--- config.mk ---
export PLATFORM = sky130hd
export DESIGN_NAME = irq_mask_ctrl
export DESIGN_NICKNAME = d
export VERILOG_FILES = /design/src/rtl/irqm_pkg.sv /design/src/rtl/irqm_mask_bank.sv /design/src/rtl/irqm_level_bank.sv /design/src/rtl/irqm_arbiter.sv /design/src/rtl/irq_mask_ctrl.sv
export SDC_FILE = /design/constraint.sdc
export NUM_CORES = 2
export LEC_CHECK = 0
export BUFFER_PORTS_ARGS = -buffer_cell sky130_fd_sc_hd__buf_2
export CAP_MARGIN = 20
export CORE_MARGIN = 4
export CORE_UTILIZATION = 50
export CTS_BUF_LIST = sky130_fd_sc_hd__clkbuf_16
export CTS_CLUSTER_SIZE = 16
export DETAILED_ROUTE_END_ITERATION = 16
export PLACE_DENSITY = 0.79
export SETUP_SLACK_MARGIN = 0.15
export SLEW_MARGIN = 20
export SYNTH_ARGS = -nofsm -noshare
export SYNTH_HDL_FRONTEND = slang
export SYNTH_SLANG_ARGS = --single-unit
export TNS_END_PERCENT = 30
--- constraint.sdc ---
create_clock -name clk -period 89.5 [get_ports clk]
set_clock_uncertainty 0.05 [all_clocks]
set_input_delay 8.95 -clock clk [delete_from_list [all_inputs] [get_ports clk]]
set_output_delay 8.95 -clock clk [all_outputs]
set_load 0.01 [all_outputs]
--- src/rtl/irqm_pkg.sv ---
package irqm_pkg;
  // Register bus map; the mask byte window must start on an 8-byte boundary
  localparam logic [7:0] CTRL_BASE = 8'h00;
  localparam logic [7:0] MASK_BASE = 8'h40;
  localparam logic [7:0] SET_PORT  = 8'h48;
  localparam logic [7:0] CLR_PORT  = 8'h49;
  localparam logic [7:0] ALL_CODE  = 8'hFF;

  typedef enum logic [1:0] {
    RG_CTRL,
    RG_MASK,
    RG_NONE
  } region_e;
endpackage

--- src/rtl/irqm_mask_bank.sv ---
module irqm_mask_bank #(
  parameter int N     = 64,
  parameter int DW    = 8,
  parameter int IDX_W = $clog2(N)
) (
  input  logic          clk,
  input  logic          rst,
  input  logic          set_we,
  input  logic          clr_we,
  input  logic [DW-1:0] wdata,
  output logic [N-1:0]  mask_q
);
  localparam logic [DW-1:0] ALL = '1;
  localparam logic [DW-1:0] N_V = DW'(N);

  logic idx_ok;
  assign idx_ok = (wdata < N_V);

  always_ff @(posedge clk) begin
    if (rst) begin
      mask_q <= '1;
    end else if (set_we) begin
      if (wdata == ALL) mask_q <= '1;
      else if (idx_ok)  mask_q[wdata[IDX_W-1:0]] <= 1'b1;
    end else if (clr_we) begin
      if (wdata == ALL) mask_q <= '0;
      else if (idx_ok)  mask_q[wdata[IDX_W-1:0]] <= 1'b0;
    end
  end

  p_set_one_r2: assert property (@(posedge clk) disable iff (rst)
    (set_we && wdata < N_V) |=> mask_q[$past(wdata[IDX_W-1:0])]);
  p_set_count_r2: assert property (@(posedge clk) disable iff (rst)
    (set_we && wdata < N_V) |=> ($countones(mask_q) <= $countones($past(mask_q)) + 1));
  p_clr_one_r3: assert property (@(posedge clk) disable iff (rst)
    (clr_we && wdata < N_V) |=> !mask_q[$past(wdata[IDX_W-1:0])]);
  p_set_all_r4: assert property (@(posedge clk) disable iff (rst)
    (set_we && wdata == ALL) |=> (&mask_q));
  p_clr_all_r5: assert property (@(posedge clk) disable iff (rst)
    (clr_we && wdata == ALL) |=> (mask_q == '0));
  p_ignore_idx_r6: assert property (@(posedge clk) disable iff (rst)
    ((set_we || clr_we) && wdata >= N_V && wdata != ALL) |=> $stable(mask_q));
  p_no_write_r6: assert property (@(posedge clk) disable iff (rst)
    (!set_we && !clr_we) |=> $stable(mask_q));
endmodule

--- src/rtl/irqm_level_bank.sv ---
module irqm_level_bank #(
  parameter int N     = 64,
  parameter int DW    = 8,
  parameter int LVL_W = 3,
  parameter int IDX_W = $clog2(N)
) (
  input  logic               clk,
  input  logic               rst,
  input  logic               we,
  input  logic [IDX_W-1:0]   idx,
  input  logic [DW-1:0]      wdata,
  output logic [DW-1:0]      rd_byte,
  output logic [N*LVL_W-1:0] levels
);
  logic [DW-1:0] ctrl_q [N];

  always_ff @(posedge clk) begin
    if (rst) begin
      for (int i = 0; i < N; i++) ctrl_q[i] <= '0;
    end else if (we) begin
      ctrl_q[idx] <= wdata;
    end
  end

  assign rd_byte = ctrl_q[idx];

  for (genvar g = 0; g < N; g++) begin : g_lvl
    assign levels[g*LVL_W +: LVL_W] = ctrl_q[g][LVL_W-1:0];
  end

  p_write_lands_r7: assert property (@(posedge clk) disable iff (rst)
    we |=> (ctrl_q[$past(idx)] == $past(wdata)));
endmodule

--- src/rtl/irqm_arbiter.sv ---
module irqm_arbiter #(
  parameter int N     = 64,
  parameter int LVL_W = 3,
  parameter int IDX_W = $clog2(N)
) (
  input  logic [N-1:0]       pend,
  input  logic [N-1:0]       mask,
  input  logic [N*LVL_W-1:0] levels,
  output logic               any,
  output logic [LVL_W-1:0]   best_lvl,
  output logic [IDX_W-1:0]   best_idx
);
  // Scan from the top index down; ">=" lets a lower index take over a tie.
  always_comb begin
    logic [LVL_W-1:0] lv;
    any      = 1'b0;
    best_lvl = '0;
    best_idx = '0;
    for (int i = N - 1; i >= 0; i--) begin
      lv = levels[i*LVL_W +: LVL_W];
      if (pend[i] && !mask[i] && (lv != '0) && (lv >= best_lvl)) begin
        any      = 1'b1;
        best_lvl = lv;
        best_idx = IDX_W'(i);
      end
    end
  end

  always_comb begin
    if (any) assert (best_lvl != '0) else $error("p_win_level_r7");
    if (!any) assert (best_idx == '0) else $error("p_idle_index_r8");
  end
endmodule

--- src/rtl/irq_mask_ctrl.sv ---
module irq_mask_ctrl
  import irqm_pkg::*;
#(
  parameter int N     = 64,
  parameter int DW    = 8,
  parameter int AW    = 8,
  parameter int LVL_W = 3,
  parameter int IDX_W = $clog2(N)
) (
  input  logic             clk,
  input  logic             rst,
  input  logic [N-1:0]     irq_in,
  input  logic [AW-1:0]    bus_addr,
  input  logic             bus_we,
  input  logic [DW-1:0]    bus_wdata,
  output logic [DW-1:0]    bus_rdata,
  output logic             irq_valid,
  output logic [LVL_W-1:0] irq_level,
  output logic [IDX_W-1:0] irq_src
);
  localparam int MB  = N / 8;
  localparam int MBW = (MB > 1) ? $clog2(MB) : 1;

  region_e          region;
  logic             set_we, clr_we, ctrl_we;
  logic [N-1:0]     mask_q;
  logic [MB-1:0][7:0] mask_bytes;
  logic [DW-1:0]    ctrl_byte;
  logic [N*LVL_W-1:0] levels;
  logic             win_any;
  logic [LVL_W-1:0] win_lvl;
  logic [IDX_W-1:0] win_idx;

  always_comb begin
    if (bus_addr < AW'(N) + CTRL_BASE)
      region = RG_CTRL;
    else if (bus_addr >= MASK_BASE && bus_addr < MASK_BASE + AW'(MB))
      region = RG_MASK;
    else
      region = RG_NONE;
  end

  assign set_we  = bus_we && (bus_addr == SET_PORT);
  assign clr_we  = bus_we && (bus_addr == CLR_PORT);
  assign ctrl_we = bus_we && (region == RG_CTRL);

  irqm_mask_bank #(.N(N), .DW(DW), .IDX_W(IDX_W)) u_mask (
    .clk    (clk),
    .rst    (rst),
    .set_we (set_we),
    .clr_we (clr_we),
    .wdata  (bus_wdata),
    .mask_q (mask_q)
  );

  irqm_level_bank #(.N(N), .DW(DW), .LVL_W(LVL_W), .IDX_W(IDX_W)) u_lvl (
    .clk     (clk),
    .rst     (rst),
    .we      (ctrl_we),
    .idx     (bus_addr[IDX_W-1:0]),
    .wdata   (bus_wdata),
    .rd_byte (ctrl_byte),
    .levels  (levels)
  );

  irqm_arbiter #(.N(N), .LVL_W(LVL_W), .IDX_W(IDX_W)) u_arb (
    .pend     (irq_in),
    .mask     (mask_q),
    .levels   (levels),
    .any      (win_any),
    .best_lvl (win_lvl),
    .best_idx (win_idx)
  );

  assign mask_bytes = mask_q;

  always_ff @(posedge clk) begin
    if (rst) begin
      bus_rdata <= '0;
      irq_valid <= 1'b0;
      irq_level <= '0;
      irq_src   <= '0;
    end else begin
      unique case (region)
        RG_CTRL: bus_rdata <= ctrl_byte;
        RG_MASK: bus_rdata <= DW'(mask_bytes[bus_addr[MBW-1:0]]);
        default: bus_rdata <= '0;
      endcase
      irq_valid <= win_any;
      irq_level <= win_lvl;
      irq_src   <= win_idx;
    end
  end

  p_level_nonzero_r7: assert property (@(posedge clk) disable iff (rst)
    irq_valid |-> (irq_level != '0));
  p_all_masked_quiet_r8: assert property (@(posedge clk) disable iff (rst)
    (&mask_q) |=> !irq_valid);
  p_idle_zero_r8: assert property (@(posedge clk) disable iff (rst)
    !irq_valid |-> (irq_level == '0 && irq_src == '0));
  p_winner_pending_r9: assert property (@(posedge clk) disable iff (rst)
    irq_valid |-> (($past(irq_in) >> irq_src) & N'(1)) == N'(1));
  p_winner_unmasked_r9: assert property (@(posedge clk) disable iff (rst)
    irq_valid |-> (($past(mask_q) >> irq_src) & N'(1)) == '0);
  p_port_reads_zero_r10: assert property (@(posedge clk) disable iff (rst)
    (bus_addr == SET_PORT || bus_addr == CLR_PORT) |=> (bus_rdata == '0));
endmodule

Word-level counts from Yosys, hierarchy flattened
Memory sizes are Yosys's and may differ from the RTL's.
Index checks and enable logic that the tools add are counted.
Widths: inputs -> output; s select.
{"block": "op_classes", "magnitude_cmp": 71, "n_eq_ne": 4, "muxes": 212, "bitwise": 3, "n_reduce_logical": 336}
{"op": "$mux 64", "count": 6}
{"op": "$mux 3", "count": 68}
{"op": "$mux 6", "count": 33}
{"op": "$logic_and 1x1->1", "count": 197}
{"op": "$reduce_bool 3->1", "count": 64}
{"op": "$ge 3x3->1", "count": 63}
{"op": "$mux 5", "count": 16}
{"op": "$mux 1", "count": 72}
{"op": "$and 64x64->64", "count": 1}
{"op": "$logic_not 1->1", "count": 64}
{"op": "$not 64->64", "count": 1}
{"op": "$or 64x64->64", "count": 1}
{"op": "$reduce_or 33->1", "count": 1}
{"op": "$mux 4", "count": 8}
{"op": "$bmux 8 s3", "count": 1}
{"op": "$lt 8x7->1 const B", "count": 3}
{"op": "$reduce_or 17->1", "count": 1}
{"op": "$eq 8x7->1 const B", "count": 2}
{"op": "$mux 8", "count": 2}
{"op": "$pmux 8 s2", "count": 1}
{"op": "$reduce_or 9->1", "count": 1}
{"op": "$eq 8x8->1 const B", "count": 1}
{"op": "$ge 8x7->1 const B", "count": 1}
{"op": "$mux 2", "count": 4}
{"op": "other kinds (13)", "count": 14}
{"block": "word_totals", "register_bits": 82, "ram_bits": 512, "input_bits": 83, "word_cells": 637, "memories": 1}
{"name": "u_lvl.ctrl_q", "words": 64, "width": 8, "read_ports": 65, "rd_ports_with_merged_regs": 0, "write_ports": 64, "line_no": "irqm_level_bank.sv:15", "text": "logic [DW-1:0] ctrl_q [N];"}

Depth between registers and ports, before layout
{"block": "logic_depth", "ltp_word": 194, "ltp_mapped": 469, "depth_no_buf": 465}

Hierarchy
From an unflattened synthesis, not the netlist that was laid out.
{"block": "hier_totals", "cells_unflattened": 4319, "area_unflattened_um2": 40807.9}
{"mod": "irqm_level_bank", "n_inst": 1, "cells_each": 2043, "area_per_inst_um2": 25395.6, "seq_area_each_um2": 15374.7}
{"mod": "irqm_arbiter", "n_inst": 1, "cells_each": 1741, "area_per_inst_um2": 10890.4, "seq_area_each_um2": 0.0}
{"mod": "irqm_mask_bank", "n_inst": 1, "cells_each": 418, "area_per_inst_um2": 3372.0, "seq_area_each_um2": 1281.2}
{"mod": "irq_mask_ctrl", "n_inst": 1, "cells_each": 117, "area_per_inst_um2": 1149.9, "seq_area_each_um2": 360.3}

Worst setup path before layout
OpenSTA, ideal clock, no wires.
{"block": "synth_timing", "kind": "in2reg", "startpoint": "in irq_in[63]", "endpoint": "reg irq_src[3]", "setup_ns": 0.122, "arrival_ns": 90.049, "required_ns": 89.328, "setup_slack_ns": -0.721, "stages": 451, "path_buffers": 4, "path_cell_list": "nor2b_4 > and2_1 > ha_1 > nor2b_4 > o21ai_2 > and2_1 > o31ai_1 > mux2_2 > ha_1 > nand2b_1 > o21ai_0 > nor2_1 > a31oi_4 > mux2_2 > ha_1 > nand2b_1 > o311a_1 > a32oi_1 > [... 415 more ...] > or3_1 > buf_2 > a22o_1 > ha_1 > nand2b_1 > a21o_1 > a21oi_1 > nor4b_1 > inv_1 > mux2_2 > ha_1 > nand2b_1 > a21o_1 > a21oi_1 > or4b_2 > clkbuf_1 > nand3_1 > nor4b_1"}
{"block": "synth_between", "elab_chain_cells": 193, "word_cells_on_any_way": 249, "classes_between": "order compare (63); mux (119); reduce/logical (67)"}
{"item": "from (decl)", "line_no": "irq_mask_ctrl.sv:12", "text": "input logic [N-1:0] irq_in,"}
{"item": "$logic_and 1x1->1 * (3 in a row)", "line_no": "irqm_arbiter.sv:21", "text": "if (pend[i] && !mask[i] && (lv != '0) && (lv >= best_lvl)) begin"}
{"item": "$mux 3", "line_no": "irqm_arbiter.sv:21"}
{"item": "$ge 3x3->1", "line_no": "irqm_arbiter.sv:21"}
{"item": "$logic_and 1x1->1", "line_no": "irqm_arbiter.sv:21"}
{"item": "$mux 3", "line_no": "irqm_arbiter.sv:21"}
{"item": "$ge 3x3->1", "line_no": "irqm_arbiter.sv:21"}
{"item": "$logic_and 1x1->1", "line_no": "irqm_arbiter.sv:21"}
{"item": "$mux 3", "line_no": "irqm_arbiter.sv:21"}
{"item": "[... 175 more ...]"}
{"item": "$logic_and 1x1->1", "line_no": "irqm_arbiter.sv:21"}
{"item": "$mux 3", "line_no": "irqm_arbiter.sv:21"}
{"item": "$ge 3x3->1", "line_no": "irqm_arbiter.sv:21"}
{"item": "$logic_and 1x1->1", "line_no": "irqm_arbiter.sv:21"}
{"item": "$mux 3", "line_no": "irqm_arbiter.sv:21"}
{"item": "$ge 3x3->1", "line_no": "irqm_arbiter.sv:21"}
{"item": "$logic_and 1x1->1", "line_no": "irqm_arbiter.sv:21"}
{"item": "$reduce_or 9->1 (no line)"}
{"item": "to (signal assigned)", "line_no": "irq_mask_ctrl.sv:91", "text": "irq_src <= win_idx;"}
{"item": "to (decl)", "line_no": "irq_mask_ctrl.sv:19", "text": "output logic [IDX_W-1:0] irq_src"}
Mark *: on every way between the ends. The rest lies on a longest branch, timed or not.
A chain may end at the register's enable or synchronous reset.

Worst setup path in the final report
{"block": "layout_timing", "startpoint": "in irq_in[63]", "endpoint": "reg irq_level[2]"}
{"block": "layout_between", "elab_chain_cells": 193}
{"item": "$logic_and 1x1->1 * (3 in a row)", "line_no": "irqm_arbiter.sv:21"}
{"item": "$mux 3 *", "line_no": "irqm_arbiter.sv:21"}
{"item": "$ge 3x3->1", "line_no": "irqm_arbiter.sv:21"}
{"item": "$logic_and 1x1->1", "line_no": "irqm_arbiter.sv:21"}
{"item": "$mux 3 *", "line_no": "irqm_arbiter.sv:21"}
{"item": "$ge 3x3->1", "line_no": "irqm_arbiter.sv:21"}
{"item": "$logic_and 1x1->1", "line_no": "irqm_arbiter.sv:21"}
{"item": "$mux 3 *", "line_no": "irqm_arbiter.sv:21"}
{"item": "[... 175 more ...]"}
{"item": "$logic_and 1x1->1", "line_no": "irqm_arbiter.sv:21"}
{"item": "$mux 3 *", "line_no": "irqm_arbiter.sv:21"}
{"item": "$ge 3x3->1", "line_no": "irqm_arbiter.sv:21"}
{"item": "$logic_and 1x1->1", "line_no": "irqm_arbiter.sv:21"}
{"item": "$mux 3 *", "line_no": "irqm_arbiter.sv:21"}
{"item": "$ge 3x3->1", "line_no": "irqm_arbiter.sv:21"}
{"item": "$logic_and 1x1->1", "line_no": "irqm_arbiter.sv:21"}
{"item": "$mux 3 *", "line_no": "irqm_arbiter.sv:21"}
{"item": "to (signal assigned)", "line_no": "irq_mask_ctrl.sv:90", "text": "irq_level <= win_lvl;"}
{"item": "to (decl)", "line_no": "irq_mask_ctrl.sv:18", "text": "output logic [LVL_W-1:0] irq_level,"}
Marks and branches as above.

==> key figures <==
Routing
  • Drt pass-1 iters: 10
  • Initial DRC count: 5720
  • Routed Antenna Nets: 0
  • Routed length per instance: 25.4 um
  • Via count: 35260
  • Via/cell ratio: 6.76
  • DRC: 0
  • Post-Route WL: 132000 um

Layout
  • Core Util, Final: 61.2%
  • Multi-input gate area: 0.0210 mm2
  • Fill count: 5664
  • Share of layout cells above drive strength 1: 23.1%
  • Final nets: 4354
  • Fin cells: 5213
  • Area Overhead vs Synth: 21.2%
  • FF+latch area: 0.0170 mm2

Timing
  • Final setup fails: 0
  • Worst slew margin: 20.2%
  • Min Tclk post-route: 88.85 ns
  • Fmax: 11.3 MHz
  • Hold Fails Final Rpt: 0
  • Final worst slack: 0.648 ns
  • Period Utilization, post-route: 99.3%
  • Hold slack: 0.534 ns
  • Final Max Tran Viols: 0
  • Worst Tran Pin Value: 1.19 ns
  • Unrepaired setup endpoints after global routing: true

Clocking
  • CTS tree: yes
  • Clock buffer depth: 3
  • Hold buffers post-CTS: 0
  • Htree depth: 2
  • CTS Sinks: 594
  • CTS clk-pin slew, worst paths: 0.06 ns
  • Clk_lat worst skew: 0.66 ns
  • CTS Buf Count: 60
  • CTS Root Cell: clkbuf_16

Worst setup path
  • CP arrival: 89.41 ns
  • CP Launch Point: irq_in[63]
  • Worst path max stage delay: 0.55 ns
  • Kind of critical path: in2reg
  • CP Capture Type: flop
  • Critical R2R Launch: u_mask.mask_q[63]$_SDFFE_PP1P_
  • Most used cell along the critical path: nand2b_4
  • Critical Path RT: 90.05 ns
  • CP Launch Type: input pin
  • CP delay by family, top: compound AO/OA/AOI/OAI gates
  • Slowest cell on crit path: or4_4
  • Critical path peak fanout: 5
  • Critical path buffer and inverter count: 24

Global route
  • Initial antenna violation count: 10
  • GR Util All Layers: 31.0%
  • Grt ovf: 0
  • First-pass GRT wire length: 189000 um
  • Largest net degree at the start of global routing: 73
  • Number of global-route vias before repair: 31980

Synthesis
  • Synth warnings: 0
  • Top post-synthesis cells by area: edfxtp_1 42%, and2_1 9.5%, dfxtp_1 4.4%, a22oi_1 3.7%, o21ai_0 3.3%
  • Most frequent cell after synthesis: and2_1
  • Synthesized cell area: 0.0369 mm2
  • Synth Instances: 3900
  • Cell taking the most area after synthesis: edfxtp_1
  • Net Count, Synth: 4055
  • Yosys reg bits: 594
  • Synth async-reset ratio: 0%
  • Sequential area share after synthesis: 46.1%
  • Count of cell types in the netlist: 106
  • Commonest cells in the synthesized netlist: 563 x and2_1, 512 x edfxtp_1, 320 x nor2_1
  • Post-synth EDFFs: 512
  • Post-synth top area share: 41.6%
  • Post-Syn Area per Cell: 9.47 um2
  • Most used DFF post-synth: edfxtp_1

Hold path
  • Hold crit path type: reg2reg
  • Hold Path Origin: u_mask.mask_q[53]$_SDFFE_PP1P_

Floorplan
  • Die area: 0.0783 mm2
  • Die Ht: 280 um
  • Die X: 280 um
  • Starting density of the core: 50.5%
  • IO Pins: 101
  • Std-Cell Rows: 99
  • Core Box Area: 0.0731 mm2

Power and ir drop
  • PwrDens: 13.7 mW/mm2
  • Worst IR Drop VDD: 14.3 uV
  • Tot Pwr: 0.615 mW
  • Leak pwr: 17.0 nW

Place
  • Post-Place Cells: 5007
  • # port buffers: 100
  • Final Wtd Congestion: 1.01
  • DP HPWL: 88000 um
  • DP Worst Slack: -4.35 ns

Flow run
  • Number of max-cap violations: 0

Run status
  • Status: completed
-- worst min-delay path: cells and delay by family (launching register included) --
kind / cells / cell delay [ns]
AO/OA/AOI/OAI: 1 / 0.11
flip-flops: 1 / 0.35
AND/OR/NAND/NOR: 1 / 0.07
-- sequential cells by signal, summed over array words and instances, names as in the netlist --
name / cells
u_lvl.ctrl_q: 512
u_mask.mask_q: 64
bus_rdata: 8
irq_src: 6
irq_level: 3
irq_valid: 1
-- logic make-up after synthesis --
| kind of cell | Yosys count | share of synthesized area, % |
|---|---|---|
| simple gates | 1648 | 23.7 |
| buf+inv | 331 | 3.43 |
| mux | 18 | 0.569 |
| fa+ha+maj | 87 | 2.85 |
| flops | 594 | 46.1 |
| compound gates | 1222 | 23.4 |
-- routing by layer --
metal / global-route usage [%] / vias to the layer above / share of wire, %
li1: - / 15285 / -
met1: 39.9 / 16727 / 35
met2: 48.7 / 2650 / 45
met3: 8.30 / 588 / 13
met4: 15.5 / 10 / 6.6
met5: 0 / - / 0.050
-- final cells by class --
| cell class | count | area share, % |
|---|---|---|
| clock buffers | 62 | 3.47 |
| diodes | 3 | 0.0168 |
| flip-flops and latches | 594 | 38.0 |
| repair buffers | 459 | 7.26 |
| multi-input cells | 2975 | 46.9 |
| inverters | 109 | 0.917 |
| well taps | 959 | 2.68 |
| clock inverters | 52 | 0.738 |
-- power breakdown --
| group | internal, mW | switching (mW) | leakage (nW) |
|---|---|---|---|
| Clock | 0.134 | 0.110 | 0.987 |
| Combinational | 0.0146 | 0.0326 | 10.5 |
| Sequential | 0.312 | 0.0111 | 5.52 |
-- cell usage in the layout (no fill, tap or decap), types with 99 or more instances in the layout --
| cell type | count |
|---|---|
| buf_4 | 350 |
| a21oi_1 | 101 |
| a22oi_1 | 177 |
| nor2_1 | 288 |
| edfxtp_1 | 512 |
| inv_1 | 121 |
| nand2_1 | 289 |
| o21ai_0 | 161 |
| buf_2 | 99 |
| and2_1 | 554 |
-- stage by stage --
step | TNS [ns] | instance area (um2)
global placement | -21.47 | 39900
floorplan | 0 | 36900
CTS | -1.97 | 42300
global route | -24.84 | 44700
detailed placement | -41.98 | 39900
finish | 0 | 44700
-- final timing paths --
check	depth (start not counted)	slack, ns	endpoint
worst max-delay path	460	0.65	irq_level[2]$_SDFF_PP0_
worst min-delay path	2	0.53	u_mask.mask_q[53]$_SDFFE_PP1P_
worst max register to register	459	8.63	irq_level[2]$_SDFF_PP0_
worst min register to register	2	0.53	u_mask.mask_q[53]$_SDFFE_PP1P_
-- repair_timing --
item	4_1_cts	5_1_grt
endpoints found under the hold margin	0	0
pin swaps	44	248
resized for setup	99	372
buffers inserted	22	67
setup endpoints to repair	10	10
No activity file was read; power rests on OpenSTA's default activity.
